===== src/rtl/sdram_act_pkg.sv =====
package sdram_act_pkg;

  typedef enum logic [2:0] {
    CMD_NOP = 3'd0,
    CMD_ACT = 3'd1,
    CMD_RD  = 3'd2,
    CMD_WR  = 3'd3,
    CMD_PRE = 3'd4,
    CMD_REF = 3'd5
  } cmd_e;

  // whole clocks covering a minimum delay
  function automatic int clk_ceil(input int dly_ps, input int per_ps);
    return (dly_ps + per_ps - 1) / per_ps;
  endfunction

  // whole clocks that never exceed a maximum interval
  function automatic int clk_floor(input int dly_ps, input int per_ps);
    return dly_ps / per_ps;
  endfunction

endpackage


===== src/rtl/act_bank_state.sv =====
module act_bank_state #(
  parameter int ROW_W = 12,
  parameter int T_RCD = 3,
  parameter int T_RC  = 10
) (
  input  logic             clk,
  input  logic             rst_sn,
  input  logic             do_act,
  input  logic             do_pre,
  input  logic             do_rdwr,
  input  logic [ROW_W-1:0] row_in,
  output logic             open_o,
  output logic [ROW_W-1:0] row_o,
  output logic             act_ok,
  output logic             rdwr_ok
);

  localparam int RCD_W = $clog2(T_RCD + 1);
  localparam int RC_W  = $clog2(T_RC + 1);

  logic             open_q, open_d;
  logic [ROW_W-1:0] row_q;
  logic [RCD_W-1:0] rcd_q, rcd_d;
  logic [RC_W-1:0]  rc_q, rc_d;

  always_comb begin
    open_d = open_q;
    if (do_act)      open_d = 1'b1;
    else if (do_pre) open_d = 1'b0;

    rcd_d = rcd_q;
    if (do_act)              rcd_d = RCD_W'(T_RCD - 1);
    else if (rcd_q != '0)    rcd_d = rcd_q - 1'b1;

    rc_d = rc_q;
    if (do_act)              rc_d = RC_W'(T_RC - 1);
    else if (rc_q != '0)     rc_d = rc_q - 1'b1;
  end

  always_ff @(posedge clk or negedge rst_sn) begin
    if (!rst_sn) begin
      open_q <= 1'b0;
      rcd_q  <= '0;
      rc_q   <= '0;
      row_q  <= '0;
    end else begin
      open_q <= open_d;
      rcd_q  <= rcd_d;
      rc_q   <= rc_d;
      if (do_act) row_q <= row_in;
    end
  end

  assign open_o  = open_q;
  assign row_o   = row_q;
  assign act_ok  = !open_q && (rc_q == '0);
  assign rdwr_ok = open_q && (rcd_q == '0);

  // independent age counter for the checks below
  logic [RC_W-1:0] since_q;
  always_ff @(posedge clk or negedge rst_sn) begin
    if (!rst_sn)                      since_q <= RC_W'(T_RC);
    else if (do_act)                  since_q <= RC_W'(1);
    else if (since_q != RC_W'(T_RC))  since_q <= since_q + 1'b1;
  end


  rdwr_needs_open_chk: assert property (@(posedge clk) disable iff (!rst_sn)
    do_rdwr |-> open_q);

  rdwr_after_rcd_chk: assert property (@(posedge clk) disable iff (!rst_sn)
    do_rdwr |-> (since_q >= RC_W'(T_RCD)));

  act_needs_closed_chk: assert property (@(posedge clk) disable iff (!rst_sn)
    do_act |-> !open_q);

  act_after_rc_chk: assert property (@(posedge clk) disable iff (!rst_sn)
    do_act |-> (since_q >= RC_W'(T_RC)));

  pre_closes_chk: assert property (@(posedge clk) disable iff (!rst_sn)
    do_pre |=> !open_q);

  idle_keeps_state_chk: assert property (@(posedge clk) disable iff (!rst_sn)
    !(do_act || do_pre) |=> ($stable(open_q) && $stable(row_q)));

endmodule


===== src/rtl/act_spacing.sv =====
module act_spacing #(
  parameter int T_RRD = 2
) (
  input  logic clk,
  input  logic rst_sn,
  input  logic any_act,
  output logic rrd_ok
);

  localparam int RRD_W = $clog2(T_RRD + 1);

  logic [RRD_W-1:0] rrd_q, rrd_d;

  always_comb begin
    rrd_d = rrd_q;
    if (any_act)            rrd_d = RRD_W'(T_RRD - 1);
    else if (rrd_q != '0)   rrd_d = rrd_q - 1'b1;
  end

  always_ff @(posedge clk or negedge rst_sn) begin
    if (!rst_sn) rrd_q <= '0;
    else         rrd_q <= rrd_d;
  end

  assign rrd_ok = (rrd_q == '0);

  logic [RRD_W-1:0] since_q;
  always_ff @(posedge clk or negedge rst_sn) begin
    if (!rst_sn)                        since_q <= RRD_W'(T_RRD);
    else if (any_act)                   since_q <= RRD_W'(1);
    else if (since_q != RRD_W'(T_RRD))  since_q <= since_q + 1'b1;
  end


  act_to_act_chk: assert property (@(posedge clk) disable iff (!rst_sn)
    any_act |-> (since_q >= RRD_W'(T_RRD)));

endmodule


===== src/rtl/refresh_deadline.sv =====
module refresh_deadline #(
  parameter int T_REFI = 1953
) (
  input  logic clk,
  input  logic rst_sn,
  input  logic restart,
  output logic due
);

  localparam int CNT_W = $clog2(T_REFI + 1);

  logic [CNT_W-1:0] cnt_q, cnt_d;

  always_comb begin
    cnt_d = cnt_q;
    if (restart)            cnt_d = CNT_W'(T_REFI - 1);
    else if (cnt_q != '0)   cnt_d = cnt_q - 1'b1;
  end

  always_ff @(posedge clk or negedge rst_sn) begin
    if (!rst_sn) cnt_q <= CNT_W'(T_REFI - 1);
    else         cnt_q <= cnt_d;
  end

  assign due = (cnt_q == '0);


  due_drops_on_restart_chk: assert property (@(posedge clk) disable iff (!rst_sn)
    $fell(due) |-> $past(restart));

  restart_clears_chk: assert property (@(posedge clk) disable iff (!rst_sn)
    restart |=> !due);

endmodule


===== src/rtl/sdram_act_guard.sv =====
module sdram_act_guard
  import sdram_act_pkg::*;
#(
  parameter int NB       = 4,
  parameter int ROW_W    = 12,
  parameter int CLK_PS   = 8000,
  parameter int TRCD_PS  = 20000,
  parameter int TRC_PS   = 80000,
  parameter int TRRD_PS  = 16000,
  parameter int REFI_PS  = 15625000
) (
  input  logic                   clk,
  input  logic                   rst_n,
  input  logic                   req_valid,
  input  logic [2:0]             req_cmd,
  input  logic [$clog2(NB)-1:0]  req_bank,
  input  logic [ROW_W-1:0]       req_row,
  input  logic                   sr_exit,
  output logic                   grant,
  output logic                   stall,
  output logic [NB-1:0]          bank_open,
  output logic [ROW_W-1:0]       cur_row,
  output logic                   refresh_due
);

  localparam int T_RCD  = clk_ceil(TRCD_PS, CLK_PS);
  localparam int T_RC   = clk_ceil(TRC_PS, CLK_PS);
  localparam int T_RRD  = clk_ceil(TRRD_PS, CLK_PS);
  localparam int T_REFI = clk_floor(REFI_PS, CLK_PS);

  // reset: asserted asynchronously, released after two edges
  logic [1:0] rsync_q;
  logic       rst_sn;
  always_ff @(posedge clk or negedge rst_n) begin
    if (!rst_n) rsync_q <= 2'b00;
    else        rsync_q <= {rsync_q[0], 1'b1};
  end
  assign rst_sn = rsync_q[1];

  logic [NB-1:0]    act_ok, rdwr_ok, sel;
  logic [NB-1:0]    b_act, b_pre, b_rdwr;
  logic [ROW_W-1:0] row_vec [NB];
  logic             rrd_ok, allowed;
  logic             acc_act, acc_pre, acc_rdwr, acc_ref;

  always_comb begin
    allowed = 1'b0;
    unique case (req_cmd)
      CMD_ACT: allowed = act_ok[req_bank] && rrd_ok;
      CMD_RD,
      CMD_WR:  allowed = rdwr_ok[req_bank];
      CMD_PRE: allowed = 1'b1;
      CMD_REF: allowed = (bank_open == '0);
      default: allowed = 1'b0;
    endcase
  end

  assign grant    = req_valid && allowed;
  assign stall    = req_valid && !allowed;
  assign acc_act  = grant && (req_cmd == CMD_ACT);
  assign acc_pre  = grant && (req_cmd == CMD_PRE);
  assign acc_rdwr = grant && ((req_cmd == CMD_RD) || (req_cmd == CMD_WR));
  assign acc_ref  = grant && (req_cmd == CMD_REF);

  for (genvar g = 0; g < NB; g++) begin : g_bank
    assign sel[g]    = (req_bank == g[$clog2(NB)-1:0]);
    assign b_act[g]  = acc_act  && sel[g];
    assign b_pre[g]  = acc_pre  && sel[g];
    assign b_rdwr[g] = acc_rdwr && sel[g];

    act_bank_state #(
      .ROW_W (ROW_W),
      .T_RCD (T_RCD),
      .T_RC  (T_RC)
    ) u_bank (
      .clk     (clk),
      .rst_sn  (rst_sn),
      .do_act  (b_act[g]),
      .do_pre  (b_pre[g]),
      .do_rdwr (b_rdwr[g]),
      .row_in  (req_row),
      .open_o  (bank_open[g]),
      .row_o   (row_vec[g]),
      .act_ok  (act_ok[g]),
      .rdwr_ok (rdwr_ok[g])
    );
  end

  act_spacing #(.T_RRD(T_RRD)) u_rrd (
    .clk     (clk),
    .rst_sn  (rst_sn),
    .any_act (acc_act),
    .rrd_ok  (rrd_ok)
  );

  refresh_deadline #(.T_REFI(T_REFI)) u_refi (
    .clk     (clk),
    .rst_sn  (rst_sn),
    .restart (acc_ref || sr_exit),
    .due     (refresh_due)
  );

  assign cur_row = row_vec[req_bank];


  grant_stall_excl_chk: assert property (@(posedge clk) disable iff (!rst_sn)
    !(grant && stall));

  ref_with_closed_chk: assert property (@(posedge clk) disable iff (!rst_sn)
    acc_ref |=> (bank_open == '0));

  idle_quiet_chk: assert property (@(posedge clk) disable iff (!rst_sn)
    !req_valid |-> (!grant && !stall));

  reset_closed_chk: assert property (@(posedge clk)
    !rst_sn |-> (bank_open == '0));

endmodule


===== config.mk =====
export PLATFORM = sky130hd
export DESIGN_NAME = sdram_act_guard
export DESIGN_NICKNAME = d
export VERILOG_FILES = /design/src/rtl/sdram_act_pkg.sv /design/src/rtl/act_bank_state.sv /design/src/rtl/act_spacing.sv /design/src/rtl/refresh_deadline.sv /design/src/rtl/sdram_act_guard.sv
export SDC_FILE = /design/constraint.sdc
export NUM_CORES = 1
export LEC_CHECK = 0
export BUFFER_PORTS_ARGS = -buffer_cell sky130_fd_sc_hd__buf_4
export CAP_MARGIN = 40
export CORE_ASPECT_RATIO = 1.1
export CORE_MARGIN = 10
export CORE_UTILIZATION = 30
export DETAILED_ROUTE_END_ITERATION = 12
export PLACE_DENSITY = 0.58
export SLEW_MARGIN = 20
export SYNTH_ARGS = -nofsm -noshare
export SYNTH_HDL_FRONTEND = slang
export SYNTH_SLANG_ARGS = --single-unit

===== constraint.sdc =====
create_clock -name clk -period 7.7 [get_ports clk]
set_input_delay 1.54 -clock clk [delete_from_list [all_inputs] [get_ports clk]]
set_output_delay 1.54 -clock clk [all_outputs]
set_load 0.05 [all_outputs]

# Word-level counts from Yosys, hierarchy flattened
# Index checks and enable logic that the tools add are counted.
# word_totals
register_bits	91
in_bits	21
wordCells	141
# op_classes
n_addsub	10
magnitude_cmp	2
n_eq_ne	8
mux	36
bitwise_logic	1
reduce_logical	65
# ops
op	n
nonzero test 2 bit	19
2-to-1 mux 4 bit	8
binary-select mux 12 bit (select 2 bit)	1
2-to-1 mux 12 bit	2
logical AND 1 bit	22
2-to-1 mux 11 bit	2
zero test 4 bit	5
2-to-1 mux 2 bit	10
nonzero test 4 bit	4
subtractor 4 x 1 -> 4 bit (second input constant)	4
zero test 2 bit	6
zero test 11 bit	1
nonzero test 11 bit	1
subtractor 11 x 1 -> 11 bit (second input constant)	1
2-to-1 mux 1 bit	10
subtractor 2 x 1 -> 2 bit (second input constant)	5
== test 3 x 2 -> 1 bit (second input constant)	2
== test 3 bit (second input constant)	2
zero test 1 bit	5
binary-select mux 1 bit (select 2 bit)	2
== test 2 bit (second input constant)	2
one-hot mux 1 bit (4 select lines)	1
== test 3 x 1 -> 1 bit (second input constant)	1
>= comparator 3 bit (second input constant)	1
other kinds (5)	5

# Logic depth before layout (Yosys ltp)
# logic_depth
depth_word	11
depth_mapped	8
mapped_depth_nobuf	7

# Modules after synthesis
# From an unflattened synthesis, not the netlist that was laid out.
# hier_totals
cells_unflattened	371
hier_area_um2	4538.1
# by_module_without_submodules
mod	n_inst	cells_each	area_each_um2	seq_area_each_um2
act_bank_state	4	60	799.5	475.5
sdram_act_guard	1	62	636.9	50.0
refresh_deadline	1	60	604.3	281.5
act_spacing	1	9	98.8	50.0

# Least setup slack after synthesis
# Ideal clock, no wire load.
# synth_path
path_type	input -> output
start	input req_bank[0]
end	output stall
t_arrival_ns	3.353
t_required_ns	6.160
setup_slack_ns	2.807
cell_stages	6
n_path_buf	1
path_cell_list	buf_4 nor3_1 a32o_1 o311ai_4 nand3_1 nor2_1
# synth_via
elab_chain_len	6
# synth_rtl
item	line	text
start: declaration	sdram_act_guard.sv:16	input logic [$clog2(NB)-1:0] req_bank,
binary-select mux 1 bit (select 2 bit)	sdram_act_guard.sv:49	CMD_ACT: allowed = act_ok[req_bank] && rrd_ok;
2-to-1 mux 1 bit (not written as such)	sdram_act_guard.sv:49	
logical AND 1 bit	sdram_act_guard.sv:49	
one-hot mux 1 bit (4 select lines) *	sdram_act_guard.sv:48	unique case (req_cmd)
zero test 1 bit *	sdram_act_guard.sv:59	assign stall = req_valid && !allowed;
logical AND 1 bit *	sdram_act_guard.sv:59	
end: declaration	sdram_act_guard.sv:20	output logic stall,
# Every way passes the cells marked *; elsewhere a longest branch is shown, timed or not. The select of a mux whose other input is x is not followed.

# Worst setup path in the final report
# Ends and elaborated chain as after synthesis.

==> metrics.txt <==
outcome finished clean; Residual DRC 0; Critical Path Start req_bank[0]; count of pins on the block boundary 40; Synth Cell Area roughly 0.0045 mm^2; diode insertion count for antenna repair 0; Achievable Freq 206 MHz; final period demand of the worst path approximately 4900 ps; total via count after detailed routing 2,835; Synth Area per Inst 13.0 um^2; Die ar. ~0.02 mm^2; flip-flop and latch count after synthesis a little over 90; total global routing track utilization a little under a tenth; clk sink count 91; clock root buffer sky130_fd_sc_hd__clkbuf_16; RD Place Congestion 0.776; worst slew margin relative to its limit about 53%; insertion delay to the later sink of the worst-skew pair around 340 ps; Resize count post-CTS 0; layout overhead on the synthesized area 17.9%; number of max-slew violations in the final report 0; Detailed Route Iter0 Violations between 100 and 150; startpoint class of the critical path input pin; share of synthesized area occupied by flip-flops and latches ~51%; number of cells produced by synthesis 347; row count 46; share of flip-flops with an asynchronous set or reset after synthesis 100%; post-detail-place hpwl between 6000 and 7000 um; Wirelength per Cell approximately 16 um; vias per inst a little under 5; number of placed cells counting well taps about 570; initial antenna violation count 0; Final Skew 10.3 ps; area of the placeable core 0.0146 mm^2; final setup violation count 0; number of iterations in the first detailed-routing pass 4; CP Class input pin to output port; Post-DRT Antenna Nets 0; number of enable-type register cells in the synthesized netlist 0; setup TNS after final layout 0 ps; total nets after synthesis between 300 and 400; data arrival time of the critical path between 3000 and 4000 ps; crit end category output port; non-filler cells in the finished layout 584; y dimension of the die 149 um; main flop type after synthesis sky130_fd_sc_hd__dfrtp_1; Worst Path Max Fanout 21; r2r setup slk 4920 ps; leakage power summed over all cells about 2.4 nW; final critical-path share of the clock period 63.2%; largest net degree at the start of global routing 62; CTS clk-pin slew, worst paths approximately 70 ps; post-CTS repair timing setup buffer count 0; wire length of the first global-routing pass around 15,000 um; slew at the pin closest to its max-slew limit between 700 and 800 ps; library cell with the largest summed area after synthesis sky130_fd_sc_hd__dfrtp_1; maximum clock path buffer count 2; Post-CTS Hold Fix Bufs 0; setup repair after global routing missed its margin false; top cell type's share of synthesized area between 40 and 50%; worst r2r dst g_bank[3].u_bank.row_o[0]; horizontal die dimension ~140 um; count of filler cells inserted in the layout between 1k and 1.5k; # port buffers 39; Final Net Count ~420; CTS buffer count 9; Remaining Overflow, GRT 0; via count of the first global-routing pass around 3k; maximum level of the CTS H-tree 3; fraction of final layout cells with drive strength greater than 1 37.0%; required time reported for the critical path endpoint a little over 6000 ps; final-report hold violation count 0; area of the multi-input gates slightly above 0.002 mm^2; clock tree from TritonCTS built; Yosys warning count 0; maximum capacitance violations 0; sequential standard cell area 0.00229 mm^2; worst min-delay path class flip-flop to asynchronous set/reset pin; total routed wirelength about 9100 um; Peak supply drop 0.000125 V; worst reg2reg startpoint g_bank[1].u_bank.rc_q[0]; Synth area leaders sky130_fd_sc_hd__dfrtp_1, sky130_fd_sc_hd__mux2_2, sky130_fd_sc_hd__mux4_2; number of distinct library cells after synthesis 52; power density over the cells 281 mW/mm^2; starting density of the core about 31%; depth of the worst register-to-register path 8
-- placed cells by master (no fill, tap or decap), types with 2 or more instances in the layout --
cell / instances
sky130_fd_sc_hd__clkbuf_16: 9
sky130_fd_sc_hd__mux4_2: 12
sky130_fd_sc_hd__dfstp_2: 5
sky130_fd_sc_hd__mux2_2: 36
sky130_fd_sc_hd__nor2b_1: 3
sky130_fd_sc_hd__a31oi_4: 2
sky130_fd_sc_hd__nor4_1: 2
sky130_fd_sc_hd__nand2b_1: 6
sky130_fd_sc_hd__inv_6: 4
sky130_fd_sc_hd__nor2_1: 21
sky130_fd_sc_hd__mux2i_1: 4
sky130_fd_sc_hd__nand3_1: 4
sky130_fd_sc_hd__nor3_1: 13
sky130_fd_sc_hd__or4_1: 2
sky130_fd_sc_hd__nand2_1: 10
sky130_fd_sc_hd__clkinvlp_4: 2
sky130_fd_sc_hd__xor2_1: 9
sky130_fd_sc_hd__xnor2_1: 8
sky130_fd_sc_hd__dfrtp_1: 85
sky130_fd_sc_hd__buf_4: 43
sky130_fd_sc_hd__a21oi_1: 7
sky130_fd_sc_hd__nor3b_2: 4
sky130_fd_sc_hd__ha_1: 10
sky130_fd_sc_hd__inv_1: 23
sky130_fd_sc_hd__mux2_4: 12
sky130_fd_sc_hd__o21ai_0: 9
sky130_fd_sc_hd__a211o_1: 7
sky130_fd_sc_hd__a2111oi_4: 2
sky130_fd_sc_hd__or3_1: 11
-- state kept, by name, indices dropped and copies added, names as in the netlist --
register,count
g_bank.u_bank.open_o,4
g_bank.u_bank.rc_q,16
g_bank.u_bank.rcd_q,8
g_bank.u_bank.row_o,48
rsync_q,2
u_refi.cnt_q,11
u_rrd.rrd_q,2
-- power breakdown --
group / switching, W / leakage [nW] / internal [W]
clock network: 0.000192 / 0.143 / 0.000256
registers: 0.0000670 / 1.18 / 0.000575
logic: 0.000210 / 1.08 / 0.000193
-- logic make-up (layout without fill, tap and decap cells) --
| group | count (synthesis) | in the layout | share of synthesized area, % |
|---|---|---|---|
| AND/OR/NAND/NOR | 84 | 84 | 10.6 |
| flip-flops | 91 | 91 | 50.7 |
| buffers and inverters | 39 | 84 | 4.19 |
| XOR/XNOR | 17 | 17 | 3.31 |
| multiplexers | 64 | 64 | 19.9 |
| other | 1 | 1 | 0.0833 |
| AO/OA/AOI/OAI | 41 | 41 | 8.50 |
| adder cells (fa/ha/maj) | 10 | 10 | 2.78 |
-- metrics by stage --
stage	setup slack (ps)	total power (W)	hold slack (ps)	instance area, um^2	utilization [%]
floorplan	2810	0.000960	331	4500	-
global placement	2830	0.00103	249	4970	34.2
detailed placement	2810	0.00106	258	4980	34.2
CTS	2810	0.00152	258	5290	36.3
global route	2730	0.00160	276	5310	36.5
finish	2840	0.00149	245	5310	36.5
-- routing by layer --
layer	GRT usage, %	up-vias	part of all wire [%]	routed length (um)
met3	3.13	10	4.1	370
met2	15.6	35	53	4830
li1	-	1328	-	-
met1	11.2	1462	42	3810
met5	0	-	0	0
met4	3.22	0	1.4	125
-- final cells by class --
type	count	share of cell area (%)
tap	192	4.52
sequential	91	43.1
clock buffer	9	4.24
multi-input combinational	217	38.4
timing repair buffer	45	6.69
clock inverter	7	1.51
inverter	23	1.63
-- synthesized netlist by cell type (9+ instances only) --
library cell / number
sky130_fd_sc_hd__dfrtp_1: 86
sky130_fd_sc_hd__mux2_2: 36
sky130_fd_sc_hd__inv_1: 23
sky130_fd_sc_hd__nor2_1: 21
sky130_fd_sc_hd__nor3_1: 13
sky130_fd_sc_hd__mux2_4: 12
sky130_fd_sc_hd__mux4_2: 12
sky130_fd_sc_hd__or3_1: 11
sky130_fd_sc_hd__ha_1: 10
sky130_fd_sc_hd__nand2_1: 10
sky130_fd_sc_hd__o21ai_0: 9
sky130_fd_sc_hd__xor2_1: 9
-- worst max-delay path, stage by stage --
cell and delay, ps:
sky130_fd_sc_hd__buf_4 220, sky130_fd_sc_hd__nor2b_1 180, sky130_fd_sc_hd__a32o_1 290, sky130_fd_sc_hd__o311ai_4 600, sky130_fd_sc_hd__nand3_1 150, sky130_fd_sc_hd__nor2_1 120
sky130_fd_sc_hd__buf_4 210
-- worst max path at each step --
stage / end
CTS: stall
finish: stall
global route: stall
global placement: stall
detailed placement: stall
floorplan: stall
Note: power is estimated with default switching activity, not from simulation.
